`config.mk`:
```
export PLATFORM = sky130hd
export DESIGN_NAME = fdd_ctrl_status
export DESIGN_NICKNAME = d
export VERILOG_FILES = /design/src/rtl/fdd_regs_pkg.sv /design/src/rtl/fdd_sync_bank.sv /design/src/rtl/fdd_drive_decode.sv /design/src/rtl/fdd_event_latch.sv /design/src/rtl/fdd_ctrl_status.sv
export SDC_FILE = /design/constraint.sdc
export NUM_CORES = 1
export LEC_CHECK = 0
export ABC_AREA = 1
export BUFFER_PORTS_ARGS = -buffer_cell sky130_fd_sc_hd__buf_2
export CORE_MARGIN = 2
export CORE_UTILIZATION = 56
export DETAILED_ROUTE_END_ITERATION = 10
export PLACE_DENSITY = 0.85
export SYNTH_ARGS = -nofsm -noshare
export SYNTH_HDL_FRONTEND = slang
export SYNTH_HIERARCHICAL = 1
export SYNTH_SLANG_ARGS = --single-unit
```
`constraint.sdc`:
```
create_clock -name clk -period 3.05 [get_ports clk]
set_input_delay 0.4575 -clock clk [delete_from_list [all_inputs] [get_ports clk]]
set_output_delay 0.4575 -clock clk [all_outputs]
set_load 0.03 [all_outputs]
```
`src/rtl/fdd_regs_pkg.sv`:
```
package fdd_regs_pkg;
    localparam int DW    = 8;
    localparam int AW    = 3;
    localparam int NDRV  = 4;
    localparam int SELW  = $clog2(NDRV);
    localparam int NPIN  = 10;

    localparam logic [AW-1:0] OFS_STA = 3'd0;
    localparam logic [AW-1:0] OFS_STB = 3'd1;
    localparam logic [AW-1:0] OFS_CTL = 3'd2;

    localparam logic [1:0] VIEW_COMPAT = 2'b00;
    localparam logic [1:0] VIEW_LIVE   = 2'b01;
    localparam logic [1:0] VIEW_LATCH  = 2'b10;

    // synchronized pin vector positions
    localparam int PI_STEP  = 0;
    localparam int PI_DIR   = 1;
    localparam int PI_HDSEL = 2;
    localparam int PI_INDEX = 3;
    localparam int PI_TRK0  = 4;
    localparam int PI_WP    = 5;
    localparam int PI_DRV2  = 6;
    localparam int PI_RDATA = 7;
    localparam int PI_WDATA = 8;
    localparam int PI_WGATE = 9;

    // event latch vector positions
    localparam int NLAT   = 4;
    localparam int LA_STEP = 0;
    localparam int LA_WG   = 1;
    localparam int LA_RD   = 2;
    localparam int LA_WD   = 3;

    typedef enum logic {CORE_HELD = 1'b0, CORE_RUN = 1'b1} core_st_t;
endpackage

```
`src/rtl/fdd_sync_bank.sv`:
```
module fdd_sync_bank #(
    parameter int W      = 10,
    parameter int STAGES = 2
) (
    input  logic         clk,
    input  logic         rst_n,
    input  logic [W-1:0] din,
    output logic [W-1:0] dsync,
    output logic [W-1:0] dprev
);
    logic [W-1:0] stg [STAGES];

    always_ff @(posedge clk or negedge rst_n) begin
        if (!rst_n) begin
            for (int k = 0; k < STAGES; k++) stg[k] <= '0;
            dprev <= '0;
        end else begin
            stg[0] <= din;
            for (int k = 1; k < STAGES; k++) stg[k] <= stg[k-1];
            dprev <= stg[STAGES-1];
        end
    end

    assign dsync = stg[STAGES-1];
endmodule

```
`src/rtl/fdd_drive_decode.sv`:
```
module fdd_drive_decode
    import fdd_regs_pkg::*;
(
    input  logic [SELW-1:0] drv_sel,
    input  logic [NDRV-1:0] mot_en,
    output logic [NDRV-1:0] ds_n,
    output logic [NDRV-1:0] mot_n
);
    for (genvar i = 0; i < NDRV; i++) begin : g_drv
        assign ds_n[i]  = !((drv_sel == SELW'(i)) && mot_en[i]);
        assign mot_n[i] = !mot_en[i];
    end
endmodule

```
`src/rtl/fdd_event_latch.sv`:
```
module fdd_event_latch #(
    parameter int W = 4
) (
    input  logic         clk,
    input  logic         rst_n,
    input  logic [W-1:0] set,
    input  logic [W-1:0] clr,
    output logic [W-1:0] q
);
    // a set in the same cycle as a clear wins, so no edge is lost
    always_ff @(posedge clk or negedge rst_n) begin
        if (!rst_n) q <= '0;
        else        q <= set | (q & ~clr);
    end
endmodule

```
`src/rtl/fdd_ctrl_status.sv`:
```
module fdd_ctrl_status
    import fdd_regs_pkg::*;
#(
    parameter int SYNC_STAGES = 2
) (
    input  logic          clk,
    input  logic          rst_n,
    input  logic [AW-1:0] reg_addr,
    input  logic          reg_wr,
    input  logic          reg_rd,
    input  logic [DW-1:0] reg_wdata,
    output logic [DW-1:0] reg_rdata,
    output logic          reg_rdata_oe,
    input  logic [1:0]    view_sel,
    input  logic          dir_rd_stb,
    input  logic          pin_step,
    input  logic          pin_dir,
    input  logic          pin_hdsel,
    input  logic          pin_index,
    input  logic          pin_trk0,
    input  logic          pin_wp,
    input  logic          pin_drv2,
    input  logic          pin_rdata,
    input  logic          pin_wdata,
    input  logic          pin_wgate,
    input  logic          core_intr,
    input  logic          core_drq,
    input  logic          dack_n,
    input  logic          tc,
    output logic          core_dack_n,
    output logic          core_tc,
    output logic          intr_out,
    output logic          intr_oe,
    output logic          drq_out,
    output logic          drq_oe,
    output logic          core_rst,
    output logic [NDRV-1:0] ds_n,
    output logic [NDRV-1:0] mot_n
);
    logic [DW-1:0] ctl_q;
    core_st_t      st_q, st_d;
    logic          ctl_wr;

    assign ctl_wr = reg_wr && (reg_addr == OFS_CTL);

    always_ff @(posedge clk or negedge rst_n) begin
        if (!rst_n)      ctl_q <= '0;
        else if (ctl_wr) ctl_q <= reg_wdata;
    end

    // soft reset state machine: state register
    always_ff @(posedge clk or negedge rst_n) begin
        if (!rst_n) st_q <= CORE_HELD;
        else        st_q <= st_d;
    end

    // next state
    always_comb begin
        st_d = st_q;
        if (ctl_wr) begin
            unique case (st_q)
                CORE_HELD: if (reg_wdata[2])  st_d = CORE_RUN;
                CORE_RUN:  if (!reg_wdata[2]) st_d = CORE_HELD;
            endcase
        end
    end

    // outputs of the state machine
    always_comb begin
        unique case (st_q)
            CORE_HELD: core_rst = 1'b1;
            CORE_RUN:  core_rst = 1'b0;
        endcase
    end

    fdd_drive_decode i_decode (
        .drv_sel (ctl_q[SELW-1:0]),
        .mot_en  (ctl_q[7:4]),
        .ds_n    (ds_n),
        .mot_n   (mot_n)
    );

    logic [NPIN-1:0] pin_raw, pin_s, pin_p, rise, fall;
    assign pin_raw = {pin_wgate, pin_wdata, pin_rdata, pin_drv2, pin_wp,
                      pin_trk0, pin_index, pin_hdsel, pin_dir, pin_step};

    fdd_sync_bank #(.W(NPIN), .STAGES(SYNC_STAGES)) i_sync (
        .clk   (clk),
        .rst_n (rst_n),
        .din   (pin_raw),
        .dsync (pin_s),
        .dprev (pin_p)
    );

    assign rise = pin_s & ~pin_p;
    assign fall = ~pin_s & pin_p;

    logic rd_tog, wd_tog;
    always_ff @(posedge clk or negedge rst_n) begin
        if (!rst_n) begin
            rd_tog <= 1'b0;
            wd_tog <= 1'b0;
        end else begin
            if (fall[PI_RDATA]) rd_tog <= !rd_tog;
            if (fall[PI_WDATA]) wd_tog <= !wd_tog;
        end
    end

    logic [NLAT-1:0] lat_set, lat_clr, lat_q;
    always_comb begin
        lat_set          = '0;
        lat_set[LA_STEP] = rise[PI_STEP];
        lat_set[LA_WG]   = rise[PI_WGATE];
        lat_set[LA_RD]   = fall[PI_RDATA];
        lat_set[LA_WD]   = fall[PI_WDATA];
        lat_clr          = {NLAT{dir_rd_stb}};
        lat_clr[LA_STEP] = dir_rd_stb || core_rst;
    end

    fdd_event_latch #(.W(NLAT)) i_latch (
        .clk   (clk),
        .rst_n (rst_n),
        .set   (lat_set),
        .clr   (lat_clr),
        .q     (lat_q)
    );

    logic dma_en;
    assign dma_en      = ctl_q[3] || (view_sel == VIEW_LIVE);
    assign core_dack_n = dma_en ? dack_n : 1'b1;
    assign core_tc     = dma_en ? tc : 1'b0;
    assign intr_out    = core_intr;
    assign drq_out     = core_drq;
    assign intr_oe     = dma_en;
    assign drq_oe      = dma_en;

    logic [DW-1:0] sta_live, sta_lat, stb_live, stb_lat;
    assign sta_live = {core_intr, !pin_s[PI_DRV2], pin_s[PI_STEP], !pin_s[PI_TRK0],
                       pin_s[PI_HDSEL], !pin_s[PI_INDEX], !pin_s[PI_WP], pin_s[PI_DIR]};
    assign sta_lat  = {core_intr, core_drq, lat_q[LA_STEP], pin_s[PI_TRK0],
                       !pin_s[PI_HDSEL], pin_s[PI_INDEX], pin_s[PI_WP], !pin_s[PI_DIR]};
    assign stb_live = {2'b11, ctl_q[0], wd_tog, rd_tog, pin_s[PI_WGATE], ctl_q[5], ctl_q[4]};
    assign stb_lat  = {!pin_s[PI_DRV2], ds_n[1], ds_n[0], lat_q[LA_WD], lat_q[LA_RD],
                       lat_q[LA_WG], ds_n[3], ds_n[2]};

    always_comb begin
        reg_rdata    = '0;
        reg_rdata_oe = 1'b0;
        if (reg_rd) begin
            case (reg_addr)
                OFS_CTL: begin
                    reg_rdata    = ctl_q;
                    reg_rdata_oe = 1'b1;
                end
                OFS_STA: begin
                    if (view_sel == VIEW_LIVE) begin
                        reg_rdata = sta_live; reg_rdata_oe = 1'b1;
                    end else if (view_sel == VIEW_LATCH) begin
                        reg_rdata = sta_lat;  reg_rdata_oe = 1'b1;
                    end
                end
                OFS_STB: begin
                    if (view_sel == VIEW_LIVE) begin
                        reg_rdata = stb_live; reg_rdata_oe = 1'b1;
                    end else if (view_sel == VIEW_LATCH) begin
                        reg_rdata = stb_lat;  reg_rdata_oe = 1'b1;
                    end
                end
                default: ;
            endcase
        end
    end

    AST_CTL_STABLE: assert property (@(posedge clk) disable iff (!rst_n)
        !ctl_wr |=> $stable(ctl_q));
    AST_MOTOR_FOLLOWS: assert property (@(posedge clk) disable iff (!rst_n)
        ctl_wr |=> (mot_n == ~$past(reg_wdata[7:4])));
    AST_DS_NEEDS_MOTOR: assert property (@(posedge clk) disable iff (!rst_n)
        ((~ds_n) & mot_n) == '0);
    AST_ONE_DRIVE: assert property (@(posedge clk) disable iff (!rst_n)
        $countones(~ds_n) <= 1);
    AST_SOFT_RESET_FOLLOWS: assert property (@(posedge clk) disable iff (!rst_n)
        ctl_wr |=> (core_rst == !$past(reg_wdata[2])));
    AST_DMA_GATED: assert property (@(posedge clk) disable iff (!rst_n)
        ((view_sel != VIEW_LIVE) && !ctl_q[3]) |-> (!drq_oe && !intr_oe && core_dack_n && !core_tc));
    AST_LIVE_ALWAYS_ON: assert property (@(posedge clk) disable iff (!rst_n)
        (view_sel == VIEW_LIVE) |-> (drq_oe && intr_oe));
    AST_COMPAT_FLOAT: assert property (@(posedge clk) disable iff (!rst_n)
        ((view_sel == VIEW_COMPAT) && reg_rd && (reg_addr == OFS_STA || reg_addr == OFS_STB))
        |-> !reg_rdata_oe);
    AST_STEP_CLEAR: assert property (@(posedge clk) disable iff (!rst_n)
        (dir_rd_stb && !rise[PI_STEP]) |=> !lat_q[LA_STEP]);
    AST_RD_TOGGLE: assert property (@(posedge clk) disable iff (!rst_n)
        fall[PI_RDATA] |=> (rd_tog != $past(rd_tog)));
    AST_LATCH_CLEAR: assert property (@(posedge clk) disable iff (!rst_n)
        (dir_rd_stb && !fall[PI_WDATA] && !fall[PI_RDATA] && !rise[PI_WGATE])
        |=> (lat_q[LA_WD] == 1'b0 && lat_q[LA_RD] == 1'b0 && lat_q[LA_WG] == 1'b0));
endmodule

```
==> flow_results.org <==
** Power and ir drop
- Clock power share :: 0.239
- For this design the total switching power over the nets is approximately 360 µW.
- Combinational share of power :: 0.217
- Of the total power, the share spent switching nets is 0.323.
- Cell leakage power :: roughly 1.2 nW
- Of the total power, registers draw 0.545.
- Final Power :: about 1.1 mW
- Internal power component :: ~750 µW
- Power density over the cells :: 520 nW/µm²
- Peak supply drop :: 368 µV

** Yosys
- Cell area after synthesis :: 1870 µm²
- The cell count after synthesis came out at about 230.
- Synthesized net count :: roughly 270
- Avg Synthesized Cell Area :: ~8 µm²
- For this run, the number of Yosys warnings is 6.

** Timing
- The final max-slew violation count is 0.
- RSZ-0062 raised after global routing :: false
- Max frequency :: between 0.4 and 0.5 GHz
- Pin slew with the least headroom to its limit :: approximately 0.77 ns
- After routing, the total negative slack on setup checks comes to 0 ns.
- Rel. slew slack :: 0.484
- The worst path in the final design needs a cycle of between 2 and 2.5 ns, including I/O delays and setup.
- Number of failing hold endpoints at the final stage :: 0
- Final number of setup-violating endpoints :: 0
- Post-route fraction of the period consumed by the critical path :: 0.793
- Across the routed clock network, the largest skew measured is roughly 0.012 ns.

** Floorplan
- Die Span Y :: approximately 60 µm
- In this run the horizontal extent of the chip is 61.8 µm.
- Initial cell density of the core :: 0.602
- Number of core rows :: 20
- Total die area :: roughly 3800 µm²
- Number of top-level pins :: 56
- The total area inside the core boundary comes to 3100 µm².

** Critical path
- At the worst endpoint, the required time is roughly 2.6 ns.
- By startpoint and endpoint, the worst setup path is classified as input pin to output pin.
- STA puts the critical path data arrival time at 1.96 ns.
- Kind of start point of the critical path :: input pin
- The worst setup path is captured at an output pin.
- Largest fanout on the critical path :: 13

** Global routing
- The initial antenna violation count was 0.
- Entering global routing, the biggest net connects 39 pins.
- After global routing the overflow that remains totals 0.
- Number of global-route vias before repair :: approximately 1300
- Wire length of the first global-routing pass :: roughly 5500 µm
- For this run, the total global-route usage over all layers was measured as 0.198.

** Placement
- Number of buffers inserted by port buffering :: between 50 and 60
- Routability-driven placement finished with a final weighted congestion of ~0.8.
- The HPWL after detailed placement is about 2500 µm.
- Total placed instance area :: just over 2000 µm²

** Final layout
- Area growth from synthesis to final layout :: 13.8%
- Post-route cell area :: roughly 2100 µm²
- The final layout contains just over 300 nets.
- Most frequent standard cell in the layout excluding fill and tap cells :: sky130_fd_sc_hd__nand2_1
- Commonest cells after routing, fill and taps aside :: 75 x sky130_fd_sc_hd__nand2_1, 55 x sky130_fd_sc_hd__buf_2, 38 x sky130_fd_sc_hd__inv_1, 38 x sky130_fd_sc_hd__dfrtp_1, 28 x sky130_fd_sc_hd__nand3_1
- Layout cells sized above 1 :: 0.253
- N_diodes :: 0

** Route
- Final antenna-violating net count :: 0
- Wire length per cell :: roughly 10 µm
- For this block, the routed nets add up to 3330 µm of wire.
- For this block, the via count after detailed routing is between 1500 and 2000.
- Before antenna repair, the detailed router went through 4 iterations.
- First DRT Iteration DRCs :: 54
- Via density per instance :: about 4.7
- In the routed design, unresolved DRC markers number 0.

** Min path
- Worst hold path class :: input pin to async pin

** Clock network
- Counting the buffers created by CTS gives 5.
- Number of post-CTS setup repair buffers :: 0
- The H-tree was split into 2 levels.
- Once the clock tree was built, the resizer swapped 0 gates to a different size.
- The cell sitting at the root of the clock tree is a sky130_fd_sc_hd__clkbuf_4.
- Clk sink count :: 38
- Largest buffer count on any clock path :: 2
- The clock reaches the later pin of the worst-skew pair after 0.34 ns.
- TritonCTS built the clock tree.
- After clock tree synthesis, the clock-pin slew on the worst setup and hold paths is between 0.1 and 0.15 ns.
- Hold bufs inserted after CTS :: 0

** Run status
- Status :: finished clean

** Flow run
- The tool flagged a number of max-cap violations equal to 0.
-- state kept, by name, summed over array words and instances (netlist names) --
name and cells:
i_sync/stg 10, wd_tog 1, i_latch/q 4, i_sync/dsync 10
ctl_q 8, rd_tog 1, i_sync/dprev 4
-- final timing paths --
kind                                start         endpoint  slack [ns]  cells past startpoint
max reg2reg                      ctl_q[2]     i_latch/q[0]        2.14                      5
min in group clk                pin_wgate   i_sync/stg[19]        0.21                      1
max in group asynchronous           rst_n  i_sync/dsync[0]        2.37                      1
min reg2reg                i_sync/stg[15]  i_sync/dsync[5]        0.36                      0
min                                 rst_n           wd_tog        0.19                      1
max                           view_sel[1]     reg_rdata[4]        0.63                     11
-- worst max-delay path: stages --
cell and delay [ns]:
sky130_fd_sc_hd__buf_2 0.09, sky130_fd_sc_hd__inv_1 0.05, sky130_fd_sc_hd__ha_1 0.31, sky130_fd_sc_hd__inv_1 0.34, sky130_fd_sc_hd__nand2_1 0.17, sky130_fd_sc_hd__nand2_1 0.09
sky130_fd_sc_hd__nand3_1 0.07, sky130_fd_sc_hd__nand3_1 0.09, sky130_fd_sc_hd__nand2_1 0.06, sky130_fd_sc_hd__inv_1 0.05, sky130_fd_sc_hd__buf_2 0.18
-- per-layer routing --
layer,up-vias,global-route usage,part of all wire
li1,777,-,-
met1,672,0.261,0.45
met2,50,0.314,0.48
met3,5,0.0373,0.060
met4,0,0.100,0.016
met5,-,0,0
-- through the flow --
step	util	setup slack, ns	instances	hold slack, ns
final	0.685	0.631	321	0.185
after global routing	0.685	0.420	321	0.193
after CTS	0.685	0.640	321	0.203
after detailed placement	0.665	0.648	313	0.335
after global placement	0.665	0.675	313	0.332
after floorplan	-	1.00	233	0.162
-- power groups by stage --
stage	Clock, mW	Combinational (mW)	Sequential [mW]
floorplan	0	0.183	0.598
global placement	0	0.237	0.611
detailed placement	0	0.241	0.613
CTS	0.274	0.243	0.602
global route	0.297	0.270	0.610
finish	0.264	0.240	0.603
-- cell type report --
type,instances,area (µm²)
timing repair buffer,55,275
multi-input combinational,138,638
inverter,38,143
sequential,38,951
tap,44,55.1
clock buffer,6,51.3
clock inverter,2,12.5
fill,280,977
No activity file was read; power rests on OpenSTA's default activity.
